[config.mk]
export PLATFORM = sky130hd
export DESIGN_NAME = softstart_seq
export DESIGN_NICKNAME = d
export VERILOG_FILES = /design/src/rtl/softstart_pkg.sv /design/src/rtl/softstart_ctrl.sv /design/src/rtl/softstart_timing.sv /design/src/rtl/softstart_seq.sv
export SDC_FILE = /design/constraint.sdc
export NUM_CORES = 1
export LEC_CHECK = 0
export ABC_CLOCK_PERIOD_IN_PS = 8500
export BUFFER_PORTS_ARGS = -buffer_cell sky130_fd_sc_hd__buf_2
export CAP_MARGIN = 5
export CORE_MARGIN = 5
export CORE_UTILIZATION = 30
export DETAILED_ROUTE_END_ITERATION = 8
export PLACE_DENSITY = 0.53
export RECOVER_POWER = 50
export SETUP_SLACK_MARGIN = 0.4
export SLEW_MARGIN = 10
export SYNTH_ARGS = -nofsm -noshare
export SYNTH_HDL_FRONTEND = slang
export SYNTH_SLANG_ARGS = --single-unit
export TNS_END_PERCENT = 50
[constraint.sdc]
create_clock -name clk -period 8.5 [get_ports clk]
set_input_delay 0.85 -clock clk [delete_from_list [all_inputs] [get_ports clk]]
set_output_delay 0.85 -clock clk [all_outputs]
set_load 0.01 [all_outputs]
[src/rtl/softstart_pkg.sv]
package softstart_pkg;

  // Width of the ramp step index; RAMP_STEPS must fit below 2**STEP_W.
  parameter int STEP_W = 4;

  typedef enum logic [2:0] {
    SEQ_OFF,
    SEQ_HOLD,
    SEQ_SYNC,
    SEQ_RAMP,
    SEQ_RUN
  } seqState_e;

  // Strobes from the control FSM to the timing datapath.
  typedef struct packed {
    logic              holdClr;
    logic              holdInc;
    logic              rampOn;
    logic              runOn;
    logic [STEP_W-1:0] rampStep;
  } seqStrobe_t;

endpackage

[src/rtl/softstart_ctrl.sv]
module softstart_ctrl
  import softstart_pkg::*;
#(
  parameter int RAMP_STEPS = 7
) (
  input  logic       clk,
  input  logic       rstN,
  input  logic       supplyOk,
  input  logic       overCurrent,
  input  logic       cycleTick,
  input  logic       holdDone,
  output seqStrobe_t strobe,
  output logic       syncOn
);

  localparam logic [STEP_W-1:0] LAST_STEP  = STEP_W'(RAMP_STEPS);
  localparam logic [STEP_W-1:0] FIRST_STEP = STEP_W'(1);

  seqState_e         state, nextState;
  logic [STEP_W-1:0] rampStep, nextStep;
  logic              holdClr, holdInc;

  always_comb begin
    nextState = state;
    nextStep  = rampStep;
    holdClr   = 1'b0;
    holdInc   = 1'b0;
    if (!supplyOk) begin
      nextState = SEQ_OFF;
      nextStep  = '0;
      holdClr   = 1'b1;
    end else if (overCurrent) begin
      nextState = SEQ_HOLD;
      nextStep  = '0;
      holdClr   = 1'b1;
    end else begin
      unique case (state)
        SEQ_OFF: begin
          nextState = SEQ_HOLD;
          holdClr   = 1'b1;
        end
        SEQ_HOLD: begin
          if (cycleTick) begin
            if (holdDone) nextState = SEQ_SYNC;
            else          holdInc   = 1'b1;
          end
        end
        SEQ_SYNC: begin
          if (cycleTick) begin
            nextState = SEQ_RAMP;
            nextStep  = FIRST_STEP;
          end
        end
        SEQ_RAMP: begin
          if (cycleTick) begin
            if (rampStep == LAST_STEP) nextState = SEQ_RUN;
            else                       nextStep  = rampStep + FIRST_STEP;
          end
        end
        SEQ_RUN: begin
          nextState = SEQ_RUN;
        end
        default: nextState = SEQ_OFF;
      endcase
    end
  end

  always_ff @(posedge clk or negedge rstN) begin
    if (!rstN) begin
      state    <= SEQ_OFF;
      rampStep <= '0;
    end else begin
      state    <= nextState;
      rampStep <= nextStep;
    end
  end

  always_comb begin
    strobe.holdClr  = holdClr;
    strobe.holdInc  = holdInc;
    strobe.rampOn   = (state == SEQ_RAMP);
    strobe.runOn    = (state == SEQ_RUN);
    strobe.rampStep = rampStep;
    syncOn          = (state == SEQ_SYNC) || (state == SEQ_RAMP) || (state == SEQ_RUN);
  end

endmodule

[src/rtl/softstart_timing.sv]
module softstart_timing
  import softstart_pkg::*;
#(
  parameter int CNT_W        = 8,
  parameter int DELAY_CYCLES = 56,
  parameter int RAMP_STEPS   = 7
) (
  input  logic       clk,
  input  logic       rstN,
  input  logic       oscDischarge,
  input  seqStrobe_t strobe,
  output logic       cycleTick,
  output logic       holdDone,
  output logic       rampGate
);

  localparam int                HOLD_W   = $clog2(DELAY_CYCLES + 1);
  localparam int                RAMP_DIV = RAMP_STEPS + 1;
  localparam int                PROD_W   = CNT_W + STEP_W;
  localparam logic [CNT_W-1:0]  CNT_MAX  = '1;
  localparam logic [HOLD_W-1:0] HOLD_END = HOLD_W'(DELAY_CYCLES);

  logic              disQ;
  logic [CNT_W-1:0]  elapsed;
  logic [CNT_W-1:0]  chargeLen;
  logic [HOLD_W-1:0] holdCnt;
  logic [PROD_W-1:0] scale, product, startPoint;
  logic              pastStart;

  assign cycleTick = oscDischarge & ~disQ;
  assign holdDone  = (holdCnt == HOLD_END);

  // Phase edge detect, charge-length measurement, hold-off counter.
  always_ff @(posedge clk or negedge rstN) begin
    if (!rstN) begin
      disQ      <= 1'b0;
      elapsed   <= '0;
      chargeLen <= '0;
      holdCnt   <= '0;
    end else begin
      disQ <= oscDischarge;
      if (cycleTick) chargeLen <= elapsed;
      if (oscDischarge)            elapsed <= '0;
      else if (elapsed != CNT_MAX) elapsed <= elapsed + 1'b1;
      if (strobe.holdClr)      holdCnt <= '0;
      else if (strobe.holdInc) holdCnt <= holdCnt + 1'b1;
    end
  end

  // Leading-edge position: start = L * (DIV - k) / DIV.
  always_comb begin
    scale   = PROD_W'(RAMP_DIV) - PROD_W'(strobe.rampStep);
    product = PROD_W'(chargeLen) * scale;
  end

  generate
    if ((RAMP_DIV & (RAMP_DIV - 1)) == 0) begin : g_shiftDiv
      assign startPoint = product >> $clog2(RAMP_DIV);
    end else begin : g_trueDiv
      assign startPoint = product / PROD_W'(RAMP_DIV);
    end
  endgenerate

  assign pastStart = (PROD_W'(elapsed) >= startPoint);
  assign rampGate  = strobe.runOn | (strobe.rampOn & ~oscDischarge & pastStart);

endmodule

[src/rtl/softstart_seq.sv]
module softstart_seq
  import softstart_pkg::*;
#(
  parameter int DELAY_CYCLES = 56,
  parameter int RAMP_STEPS   = 7,
  parameter int CNT_W        = 8
) (
  input  logic clk,
  input  logic rstN,
  input  logic oscDischarge,
  input  logic supplyOk,
  input  logic overCurrent,
  output logic syncEnable,
  output logic pulseGate
);

  seqStrobe_t strobe;
  logic       cycleTick, holdDone, rampGate, syncOn, healthy;

  softstart_ctrl #(
    .RAMP_STEPS(RAMP_STEPS)
  ) u_ctrl (
    .clk        (clk),
    .rstN       (rstN),
    .supplyOk   (supplyOk),
    .overCurrent(overCurrent),
    .cycleTick  (cycleTick),
    .holdDone   (holdDone),
    .strobe     (strobe),
    .syncOn     (syncOn)
  );

  softstart_timing #(
    .CNT_W       (CNT_W),
    .DELAY_CYCLES(DELAY_CYCLES),
    .RAMP_STEPS  (RAMP_STEPS)
  ) u_timing (
    .clk         (clk),
    .rstN        (rstN),
    .oscDischarge(oscDischarge),
    .strobe      (strobe),
    .cycleTick   (cycleTick),
    .holdDone    (holdDone),
    .rampGate    (rampGate)
  );

  // Faults kill both permissions in the current clock.
  assign healthy    = supplyOk & ~overCurrent;
  assign syncEnable = syncOn & healthy;
  assign pulseGate  = rampGate & healthy;

endmodule

Yosys cells after proc, flatten, opt, wreduce, memory -nomap -nowiden
Index checks and enable logic that the tools add are counted.
Word-level totals
  bits in registers: 30
  bits in latches: 0
  RAM bits: 0
  bits in read-only memories: 0
  output and inout bits: 2
  memories kept: 0
Cells by class
  $add $sub $neg: 4
  $mul: 1
  divide/modulo/power cells: 0
  magnitude comparators: 1
  equality and inequality tests: 14
  shifts and indexed selects: 0
  multiplexer cells: 26
  bitwise operators: 10
  reduce and logical (&&, ||, !) cells: 7
Operator list (count)
  4-bit != test, second input constant: 6
  3-bit 2-to-1 mux: 7
  4-bit 2-to-1 mux: 5
  8-bit 2-to-1 mux: 2
  3-bit one-hot mux with 5 select lines: 1
  8-bit by 12-bit multiplier with 12-bit output: 1
  6-bit 2-to-1 mux: 2
  8-bit by 9-bit >= comparator with 1-bit output: 1
  8-bit by 1-bit adder with 8-bit output, second input constant: 1
  1-bit 2-to-1 mux: 8
  8-bit != test, second input constant: 1
  4-bit one-hot mux with 2 select lines: 1
  6-bit by 1-bit adder with 6-bit output, second input constant: 1
  1-bit bitwise AND: 6
  3-bit by 2-bit equality test with 1-bit output, second input constant: 2
  6-bit equality test, second input constant: 1
  5-bit AND reduction: 1
  4-bit by 4-bit subtractor with 5-bit output, first input constant: 1
  4-bit by 1-bit adder with 4-bit output, second input constant: 1
  4-bit by 3-bit equality test with 1-bit output, second input constant: 1
  4-bit by 1-bit != test with 1-bit output, second input constant: 1
  4-bit AND reduction: 1
  2-bit nonzero test: 2
  3-bit by 1-bit equality test with 1-bit output, second input constant: 1
  other kinds (5): 8

Depth between registers and ports, before layout
Gate-level depths: netlist of the first run.
  depth in word-level cells: 8
  gate-level depth with buffers: 25
  gate-level depth less buffers: 24

Modules after synthesis
A second synthesis of the first run with hierarchy kept.
Unflattened totals
  cells, all modules: 322
  area, all modules: 2997.9 sq um
By module, submodules not included
  softstart_timing: instances 1, cells each 264, area each 2469.9 sq um, sequential area each 575.6 sq um
  softstart_ctrl: instances 1, cells each 56, area each 510.5 sq um, sequential area each 175.2 sq um
  softstart_seq: instances 1, cells each 2, area each 17.5 sq um, sequential area each 0.0 sq um

Least setup slack after synthesis of the first run
OpenSTA, ideal clock, no wires.
  kind: flip-flop to output port
  from: register u_ctrl.rampStep[0]
  to: output pulseGate
  data arrival time: 5.414 ns
  required time: 7.650 ns
  slack: 2.236 ns
  cell stages (with the launch flop): 26
  buffers on the path: 1
  cell sequence: dfrtp_1 > clkbuf_1 > inv_1 > ha_1 > nand2b_1 > and2_1 > nand2_1 > inv_1 > fa_1 > inv_1 > fa_1 > inv_1 > fa_1 > inv_1 > fa_1 > inv_1 > ha_1 > o21ai_0 > or2b_2 > o41a_1 > xnor2_1 > ha_1 > a2111oi_0 > o21ai_0 > o2111ai_1 > a21oi_1
On the way
  cells in the longest elaborated chain, start to end: 6
RTL lines
  start: declaration: line softstart_ctrl.sv:20  | logic [STEP_W-1:0] rampStep, nextStep;
  start signal: assignment: line softstart_ctrl.sv:74  | rampStep <= nextStep;
  4-bit by 4-bit subtractor with 5-bit output: line softstart_timing.sv:52  | scale = PROD_W'(RAMP_DIV) - PROD_W'(strobe.rampStep);
  8-bit by 12-bit multiplier with 12-bit output: line softstart_timing.sv:53  | product = PROD_W'(chargeLen) * scale;
  8-bit by 9-bit >= comparator with 1-bit output: line softstart_timing.sv:64  | assign pastStart = (PROD_W'(elapsed) >= startPoint);
  1-bit bitwise AND: line softstart_timing.sv:65  | assign rampGate = strobe.runOn | (strobe.rampOn & ~oscDischarge & pastStart);
  1-bit OR: line softstart_timing.sv:65
  1-bit bitwise AND: line softstart_seq.sv:50  | assign pulseGate = rampGate & healthy;
  end: declaration: line softstart_seq.sv:14  | output logic pulseGate
Every way passes these cells.

Worst setup path after layout of the first run
Ends and elaborated chain as after synthesis.

==> results of run 1 <==
==> flip-flops by register name (all words and copies together) (netlist names) <==
name                count
u_timing.elapsed        8
u_ctrl.rampStep         4
u_timing.chargeLen      8
u_timing.disQ           1
u_timing.holdCnt        6
u_ctrl.state            3
==> per-stage QoR <==
stage,worst slack [ns],utilization
detailed placement,1.82,0.318
global placement,1.93,0.318
CTS,1.49,0.327
global route,1.13,0.327
finish,1.49,0.327
floorplan,2.24,-
==> cell families after synthesis <==
logic type | after synthesis | synth area share
AND/OR/NAND/NOR | 137 | 0.209
buffers and inverters | 64 | 0.0790
adder cells (fa/ha/maj) | 64 | 0.317
AO/OA/AOI/OAI | 47 | 0.0909
flip-flops | 30 | 0.230
XOR/XNOR | 25 | 0.0713
multiplexers | 1 | 0.00307
==> path summary, 6_finish.rpt <==
kind	from	end	slack [ns]	depth (start not counted)
min in group asynchronous	rstN	u_timing.elapsed[1]	0.99	1
setup / recovery	u_ctrl.rampStep[0]	pulseGate	1.49	25
max in group asynchronous	rstN	u_timing.chargeLen[1]	6.54	1
setup reg to reg	u_timing.disQ	u_timing.holdCnt[5]	6.65	5
hold / removal	u_timing.holdCnt[4]	u_timing.holdCnt[4]	0.54	2
hold reg to reg	u_timing.holdCnt[4]	u_timing.holdCnt[4]	0.54	2
==> layer usage <==
metal / share of wire / global-route usage
met5: 0 / 0
met4: 0.0096 / 0.0261
met3: 0.011 / 0.0127
met2: 0.48 / 0.194
met1: 0.50 / 0.163
==> critical path: stages, from the launching register on <==
cell and delay, ns:
dfrtp_1 0.51, inv_1 0.10, ha_1 0.18, nand2b_1 0.11
and2_1 0.21, nand2_1 0.14, inv_1 0.10, fa_1 0.53
inv_1 0.12, fa_1 0.54, inv_1 0.05, fa_1 0.53
inv_1 0.06, fa_1 0.53, inv_1 0.05, ha_1 0.33
o21ai_0 0.15, or2b_2 0.32, o41a_1 0.12, xnor2_1 0.16
ha_1 0.20, a2111oi_0 0.31, o21ai_0 0.14, o2111ai_1 0.10
a21oi_1 0.12, buf_2 0.16
==> layout by cell type (no fill, tap or decap), types with 2 or more instances in the layout <==
cell	n
nand3b_1	2
nand2b_1	6
nor2_1	21
or3_1	2
clkbuf_8	6
nand3_1	7
dfrtp_1	30
and3_1	6
and2_1	14
ha_1	33
nand4_1	4
nor3_1	9
o21ai_0	14
nor3b_1	2
a31oi_1	5
fa_1	31
clkbuf_1	2
nand2_1	49
xnor2_1	18
nor2b_1	9
a21o_1	5
a211oi_1	2
o2111ai_1	2
inv_1	56
xor2_1	6
buf_2	4
a21oi_1	10
o21a_1	2
==> power breakdown <==
group | total, µW | internal, µW | switching, µW
clock | 121 | 65.0 | 56.2
combinational | 46.4 | 18.0 | 28.5
sequential | 156 | 147 | 9.04
==> area by class of cell <==
cell class | count | area share
sequential | 30 | 0.214
timing repair buffer | 6 | 0.00784
multi-input combinational | 274 | 0.642
clock buffer | 6 | 0.0235
clock inverter | 2 | 0.00356
inverter | 56 | 0.0599
tap | 140 | 0.0499
==> flow_metrics.py, run 1 <==
metrics = {
    "drt": {
        "antenna_left": 0,
        "drc": 0,
        "drt_iter0_drc": 88,
        "route.vias.total": 2401,
        "post_drt_wl_per_cell_um": 13.1,
        "vias_per_cell": 4.67,
        "routed_wl_mm": 6.74,
        "first_pass_iters": 4,
    },
    "clock_network": {
        "cts_tree": "done",
        "cts_sinks": 30,
        "postCtsHoldBufs": 0,
        "cts_setup_buffers": 0,
        "clk_latency_ns": 0.28,
        "cts_buffer_depth": 2,
        "ctsResizeCount": 0,
        "htree_levels": 2,
        "root_buffer": "clkbuf_8",
        "clkSlewWorstSetupHoldPaths_ns": 0.07,
        "cts_buffers": 5,
    },
    "timing": {
        "worst_slew_pin_slew_ns": 1.67,
        "grt_setup_unrepaired": "no",
        "hold_viol": 0,
        "maxSlewHeadroom": -0.111,
        "finalCriticalPeriod_ns": 7.01,
        "drv_slew": 31,
        "fmax_mhz": 143,
        "setup_viol": 0,
        "fin_setup_tns_ns": 0,
        "min_period_over_period": 0.824,
        "finClkSkew_ns": 0.00796,
        "hold_slack_ns": 0.545,
    },
    "cells_and_area": {
        "nFillCells": 1181,
        "seqCellArea_um2": 751,
        "final_cells": 514,
        "final_nets": 442,
        "final_area_um2": 3510,
        "multi_input_comb_area_um2": 2250,
        "drive_gt1_frac": 0.0374,
        "syn_to_final_growth_pct": 7.67,
        "diodes": 0,
    },
    "global_route": {
        "grt_pass1_vias": 2483,
        "grt_max_degree": 31,
        "antenna_found_initial": 0,
        "grt_pass1_wl_mm": 12.3,
        "track_usage": 0.116,
        "grt_remaining_overflow": 0,
    },
    "yosys": {
        "ys_top_cells_by_count": "56 x inv_1, 49 x nand2_1, 33 x ha_1",
        "synth_flop_cell": "dfrtp_1",
        "synth.cell_area_um2": 3260,
        "synth_warnings": 0,
        "async_reset_ff_frac": 1.00,
        "synth_top_area_cell": "dfrtp_1",
        "yosysTopAreaCellShare": 0.230,
        "synthesis.nets": 437,
        "synth-edff-count": 0,
        "syn_inst": 368,
        "ys_seq_elements": 30,
        "syn_avg_cell_area_um2": 8.86,
        "synth-seq-area-share": 0.230,
        "synthDistinctLibCells": 44,
        "yosysMostFrequentCell": "inv_1",
        "synth_area_leaders": "dfrtp_1 23%, fa_1 19%, ha_1 13%, inv_1 6.4%, nand2_1 5.6%",
    },
    "floorplanning": {
        "die_w_um": 114,
        "core_area_um2": 10700,
        "num_io_pins": 7,
        "dieArea_um2": 13100,
        "initial_core_util": 0.304,
        "rows": 38,
        "fp.dieH_um": 114,
    },
    "placement": {
        "place_area_um2": 3420,
        "dp.cells": 506,
        "dp_hpwl_mm": 5.46,
        "port_buffers": 6,
        "gp_congestion": 0.834,
    },
    "critical_path": {
        "path_class": "register to output pin",
        "cp_max_fo": 14,
        "worstPathArrival_ns": 6.16,
        "end_kind": "output pin",
        "startpoint_type": "register",
        "worstPathRequired_ns": 7.65,
    },
    "power": {
        "ir_drop_mv": 0.0965,
        "powerDensity_nw_per_um2": 92.3,
        "total_power_uw": 324,
        "cellLeakagePower_uw": 0.00164,
    },
    "job": {
        "cap_violations": 1,
    },
    "run_status": {
        "failed_checks": "max-capacitance violations, max-slew violations",
        "outcome": "finished with violations",
    },
    "hold_path": {
        "worstHoldPathType": "register to register",
    },
}
Note: power is estimated with default switching activity, not from simulation.
==> inputs of run 2 (changes only) <==
--- a/config.mk
+++ b/config.mk
@@ -5,13 +5,13 @@
 export SDC_FILE = /design/constraint.sdc
 export NUM_CORES = 1
 export LEC_CHECK = 0
-export ABC_CLOCK_PERIOD_IN_PS = 8500
+export ABC_CLOCK_PERIOD_IN_PS = 6100
 export BUFFER_PORTS_ARGS = -buffer_cell sky130_fd_sc_hd__buf_2
 export CAP_MARGIN = 5
 export CORE_MARGIN = 5
 export CORE_UTILIZATION = 30
 export DETAILED_ROUTE_END_ITERATION = 8
-export PLACE_DENSITY = 0.53
+export PLACE_DENSITY = 0.55
 export RECOVER_POWER = 50
 export SETUP_SLACK_MARGIN = 0.4
 export SLEW_MARGIN = 10
==> constraint.sdc (replaced) <==
create_clock -name clk -period 6.1 [get_ports clk]
set_input_delay 0.61 -clock clk [delete_from_list [all_inputs] [get_ports clk]]
set_output_delay 0.61 -clock clk [all_outputs]
set_load 0.01 [all_outputs]
==> run 2 against run 1 <==
Compared with the run above:
- the flow still finishes with violations (max-capacitance violations, max-slew violations)
- sequential power grew 40%
- global-route usage is 0.28 points lower
- worst setup slack lost 1.2 ns
- hold slack gained 0.0019 ns
- routed wire length grew 2.4%
- via count increased by 4.9%
- critical endpoint unchanged
==> flow_metrics.py, run 2 (synthesis results as in run 1) <==
metrics = {
    "timing": {
        "worst_slew_pin_slew_ns": 1.67,
        "maxSlewHeadroom": -0.112,
        "fin_setup_tns_ns": 0,
        "setup_viol": 0,
        "drv_slew": 31,
        "finalCriticalPeriod_ns": 5.85,
        "min_period_over_period": 0.959,
        "fmax_mhz": 171,
        "hold_viol": 0,
        "setup_ws_ns": 0.248,
        "hold_slack_ns": 0.547,
        "grt_setup_unrepaired": "yes",
        "finClkSkew_ns": 0.00512,
    },
    "floorplanning": {
        "fp.dieH_um": 114,
        "num_io_pins": 7,
        "core_area_um2": 10700,
        "die_w_um": 114,
        "dieArea_um2": 13100,
        "rows": 38,
        "initial_core_util": 0.304,
    },
    "power": {
        "cellLeakagePower_uw": 0.00179,
        "ir_drop_mv": 0.159,
        "powerDensity_nw_per_um2": 125,
    },
    "cells_and_area": {
        "final_cells": 536,
        "seqCellArea_um2": 752,
        "final_nets": 464,
        "top_regs": "u_timing.chargeLen: 8 flops, u_timing.elapsed: 8 flops, u_timing.holdCnt: 6 flops",
        "final_common_cell": "inv_1",
        "diodes": 0,
        "multi_input_comb_area_um2": 2510,
        "drive_gt1_frac": 0.194,
        "syn_to_final_growth_pct": 21.9,
        "nFillCells": 1117,
        "mostFrequentLayoutCells": "48 x inv_1, 46 x nand2_1, 29 x dfrtp_1",
    },
    "drt": {
        "drc": 0,
        "post_drt_wl_per_cell_um": 12.9,
        "antenna_left": 0,
        "drt_iter0_drc": 50,
        "routed_wl_mm": 6.90,
        "vias_per_cell": 4.70,
        "first_pass_iters": 4,
        "route.vias.total": 2518,
    },
    "hold_path": {
        "worstHoldPathType": "register to register",
        "holdCritStartpoint": "u_timing.holdCnt[5]",
        "whs_path_depth": 2,
        "hold_end": "u_timing.holdCnt[5]",
    },
    "critical_path": {
        "r2r-start": "u_ctrl.rampStep[0]",
        "cpMostUsedCell": "fa_1",
        "worstPathArrival_ns": 5.24,
        "ff2ff_path_depth": 8,
        "crit_path_top_delay_cell": "fa_1",
        "slowest_delay_ns": 0.55,
        "path_class": "register to output pin",
        "worst_r2r_endpoint": "u_ctrl.rampStep[3]",
        "path_cells": "buf_6, nor3_4, xnor2_2, buf_4, nor2b_2, fa_1, inv_1, fa_1, inv_2, fa_1, inv_1, fa_1, inv_2, ha_4, o21ai_2, or2b_4, o41a_1, xnor2_2, ha_4, o21a_1, o2111ai_2, a21oi_2, buf_2",
        "r2r_slack_ns": 4.19,
        "cp_max_fo": 4,
        "end_kind": "output pin",
        "startpoint_type": "register",
        "worstPathRequired_ns": 5.49,
    },
    "global_route": {
        "grt_remaining_overflow": 0,
        "track_usage": 0.113,
        "grt_pass1_wl_mm": 12.1,
        "grt_max_degree": 31,
        "antenna_found_initial": 0,
        "grt_pass1_vias": 2642,
    },
    "placement": {
        "dp.cells": 511,
        "pre_cts_slack_ns": 0.114,
        "dp_hpwl_mm": 5.22,
        "gp_congestion": 0.804,
        "port_buffers": 6,
    },
    "clock_network": {
        "htree_levels": 2,
        "cts_buffers": 5,
        "root_buffer": "clkbuf_8",
        "cts_buffer_depth": 2,
        "cts_sinks": 30,
        "clkSlewWorstSetupHoldPaths_ns": 0.07,
        "cts_tree": "done",
        "clk_latency_ns": 0.28,
    },
    "run_status": {
        "failed_checks": "max-capacitance violations, max-slew violations",
        "outcome": "finished with violations",
    },
    "job": {
        "cap_violations": 1,
    },
}
[run 2: critical path, delay by kind of cell, from the launching register on]
kind / cells / cell delay (ns)
AOI/OAI and AO/OA: 5 / 0.63
and+or+nand+nor: 3 / 0.50
adders and majority gates: 6 / 2.48
xor gates and xnor gates: 2 / 0.32
buffers and inverters: 7 / 0.63
DFF: 1 / 0.40
[run 2: metal layers]
| layer | part of all wire | global-route usage | up-vias |
|---|---|---|---|
| met5 | 0 | 0 | - |
| met2 | 0.51 | 0.198 | 29 |
| met1 | 0.46 | 0.149 | 1239 |
| met3 | 0.019 | 0.0127 | 7 |
| li1 | - | - | 1243 |
| met4 | 0.013 | 0.0293 | 0 |
[run 2: power breakdown]
group          total (µW)  switching (µW)  internal, µW
sequential            218            12.2           205
clock                 197            76.8           120
combinational        84.1            47.5          36.5
total                 499             136           362
[run 2: area by class of cell]
type                            instances  area share
Clock inverter                          3      0.0101
Multi-Input combinational cell        274       0.632
Clock buffer                            5      0.0173
Tap cell                              140      0.0440
Inverter                               56      0.0528
Timing Repair Buffer                   28      0.0544
Sequential cell                        30       0.189
[run 2: per-stage QoR]
stage	utilization	power (µW)	area [µm²]
after floorplan	-	269	3310
after global placement	0.325	292	3500
after detailed placement	0.325	293	3500
after CTS	0.358	505	3850
after global routing	0.370	527	3980
final	0.370	499	3980
[run 2: what timing repair did]
action / in CTS / in global routing
setup endpoints to repair: 1 / 1
hold buffers: 0 / 0
pin swaps: 24 / 31
gates resized for setup: 27 / 16
buffers inserted: 11 / 6
[run 2: worst max path at each step]
stage / cells past startpoint / slack [ns] / startpoint / endpoint
6_report: 23 / 0.25 / u_ctrl.rampStep[1] / pulseGate
3_5_place_dp: 24 / 0.11 / u_ctrl.rampStep[1] / pulseGate
3_3_place_gp: 24 / 0.20 / u_ctrl.rampStep[1] / pulseGate
2_1_floorplan: 24 / 0.41 / u_ctrl.rampStep[0] / pulseGate
4_1_cts: 23 / 0.21 / u_ctrl.rampStep[0] / pulseGate
5_1_grt: 23 / 0.04 / u_ctrl.rampStep[1] / pulseGate
==> inputs of run 3 (changes only) <==
==> constraint.sdc (replaced) <==
create_clock -name clk -period 6.1 [get_ports clk]
set_input_delay 1.22 -clock clk [delete_from_list [all_inputs] [get_ports clk]]
set_output_delay 1.22 -clock clk [all_outputs]
set_load 0.01 [all_outputs]
==> run 3 against run 2 <==
Compared with the run above:
- largest power group unchanged
- the run ends with max-capacitance violations, max-slew violations, negative setup slack left
- final cell count grew 2.6%
- sequential share of layout area down 0.18 points
- first-iteration DRC count increased by 8.0%
- worst setup slack got worse by 0.59 ns
- flip-flop and latch count stayed put
- clock skew rose by 0.0012 ns
- maximum frequency down 9.1%
- hold slack better by 0.00094 ns
- combinational power up 0.7%
- count of clock-buffer cells in the layout grew 2
==> flow_metrics.py, run 3 (synthesis results as in run 1) <==
metrics = {
    "drt": {
        "vias_per_cell": 4.51,
        "routed_wl_mm": 6.68,
        "antenna_left": 0,
        "drc": 0,
        "first_pass_iters": 4,
        "route.vias.total": 2483,
        "drt_iter0_drc": 54,
        "post_drt_wl_per_cell_um": 12.2,
    },
    "floorplanning": {
        "fp.dieH_um": 114,
        "num_io_pins": 7,
        "dieArea_um2": 13100,
        "die_w_um": 114,
        "initial_core_util": 0.304,
        "rows": 38,
        "core_area_um2": 10700,
    },
    "cells_and_area": {
        "final_nets": 479,
        "diodes": 0,
        "drive_gt1_frac": 0.200,
        "final_common_cell": "inv_1",
        "top_regs": "u_timing.chargeLen: 8 flops, u_timing.elapsed: 8 flops, u_timing.holdCnt: 6 flops",
        "mostFrequentLayoutCells": "49 x inv_1, 47 x nand2_1, 35 x buf_4",
        "final_cells": 550,
        "fin_util": 0.373,
        "syn_to_final_growth_pct": 22.9,
    },
    "timing": {
        "setup_ws_ns": -0.338,
        "drv_slew": 31,
        "finClkSkew_ns": 0.00628,
        "maxSlewHeadroom": -0.0943,
        "setup_viol": 1,
        "hold_viol": 0,
        "finalCriticalPeriod_ns": 6.44,
        "fin_setup_tns_ns": -0.338,
        "min_period_over_period": 1.06,
        "fmax_mhz": 155,
        "worst_slew_pin_slew_ns": 1.64,
        "grt_setup_unrepaired": "yes",
    },
    "placement": {
        "dp_hpwl_mm": 5.41,
        "dp.cells": 538,
        "gp_congestion": 0.776,
        "pre_cts_slack_ns": -0.260,
        "port_buffers": 6,
    },
    "run_status": {
        "outcome": "finished with violations",
        "failed_checks": "max-capacitance violations, max-slew violations, negative setup slack",
    },
    "power": {
        "powerDensity_nw_per_um2": 112,
        "ir_drop_mv": 0.173,
        "cellLeakagePower_uw": 0.00185,
    },
    "clock_network": {
        "cts_tree": "done",
        "cts_sinks": 30,
        "htree_levels": 2,
        "cts_buffer_depth": 2,
        "root_buffer": "clkbuf_8",
        "clkSlewWorstSetupHoldPaths_ns": 0.06,
        "clk_latency_ns": 0.28,
        "cts_buffers": 5,
        "postCtsHoldBufs": 0,
    },
    "critical_path": {
        "slowest_delay_ns": 0.53,
        "ff2ff_path_depth": 4,
        "worst_r2r_endpoint": "u_timing.holdCnt[3]",
        "worstPathRequired_ns": 4.88,
        "cp_max_fo": 5,
        "path_class": "register to output pin",
        "r2r_slack_ns": 4.26,
        "startpoint_type": "register",
        "r2r-start": "u_timing.disQ",
        "path_cells": "inv_4, ha_4, nand2b_4, and2_4, nand2_4, inv_4, fa_1, inv_2, fa_1, inv_1, fa_1, inv_1, fa_1, inv_2, ha_4, o21ai_1, or2b_4, o41a_1, xnor2_2, ha_4, o21a_1, o2111ai_2, a21oi_2, buf_2",
        "cpMostUsedCell": "fa_1",
        "end_kind": "output pin",
        "worstPathArrival_ns": 5.22,
        "crit_path_top_delay_cell": "fa_1",
    },
    "job": {
        "cap_violations": 1,
    },
    "global_route": {
        "grt_pass1_wl_mm": 11.8,
        "track_usage": 0.110,
        "grt_remaining_overflow": 0,
        "grt_pass1_vias": 2611,
        "grt_max_degree": 31,
        "antenna_found_initial": 0,
    },
    "hold_path": {
        "whs_path_depth": 2,
        "worstHoldPathType": "register to register",
        "hold_end": "u_timing.holdCnt[4]",
        "holdCritStartpoint": "u_timing.holdCnt[4]",
    },
}
[run 3: worst max-delay path: cells and delay by family, from the launching register on]
family                     cells  cell delay [ns]
and+or+nand+nor                4             0.58
buffers and inverters          7             0.49
AOI/OAI and AO/OA              5             0.64
DFF                            1             0.42
xor gates and xnor gates       1             0.17
adders and majority gates      7             2.66
[run 3: routing by layer]
layer	routed length [µm]	part of all wire	GRT usage	vias to the layer above
met5	0	0	0	-
met4	65	0.0097	0.0261	0
met3	106	0.016	0.0127	7
met2	3310	0.50	0.195	24
met1	3200	0.48	0.142	1175
li1	-	-	-	1277
[run 3: area by class of cell]
type	instances	area [µm²]
clock buffer	7	76.3
multi-input combinational	274	2470
tap	140	175
sequential	30	751
timing repair buffer	43	323
fill	1120	6740
inverter	56	215
[run 3: timing repair]
item / in CTS / in global routing
pin swaps: 13 / 18
buffers inserted: 3 / 2
gates resized for setup: 10 / 13
endpoints found under the setup margin: 1 / 1
[run 3: worst max-delay path by stage]
stage,startpoint,to,depth (start not counted)
after floorplan,u_ctrl.rampStep[0],pulseGate,24
after global placement,u_ctrl.rampStep[1],pulseGate,22
after detailed placement,u_ctrl.rampStep[1],pulseGate,24
after CTS,u_ctrl.rampStep[0],pulseGate,24
after global routing,u_ctrl.rampStep[0],pulseGate,24
final,u_ctrl.rampStep[0],pulseGate,24
[run 3: where the power goes]
group / total [µW] / internal [µW] / switching [µW]
logic: 84.7 / 37.8 / 46.9
registers: 217 / 206 / 11.8
clock network: 146 / 78.3 / 68.0
total: 448 / 322 / 127
[run 3: through the flow]
step                      total power, µW  cell area [µm²]  hold slack, ns
after global placement                299             3750           0.528
after CTS                             452             3930           0.551
after global routing                  479             4010           0.570
after floorplan                       273             3350           0.487
final                                 448             4010           0.548
after detailed placement              300             3750           0.532
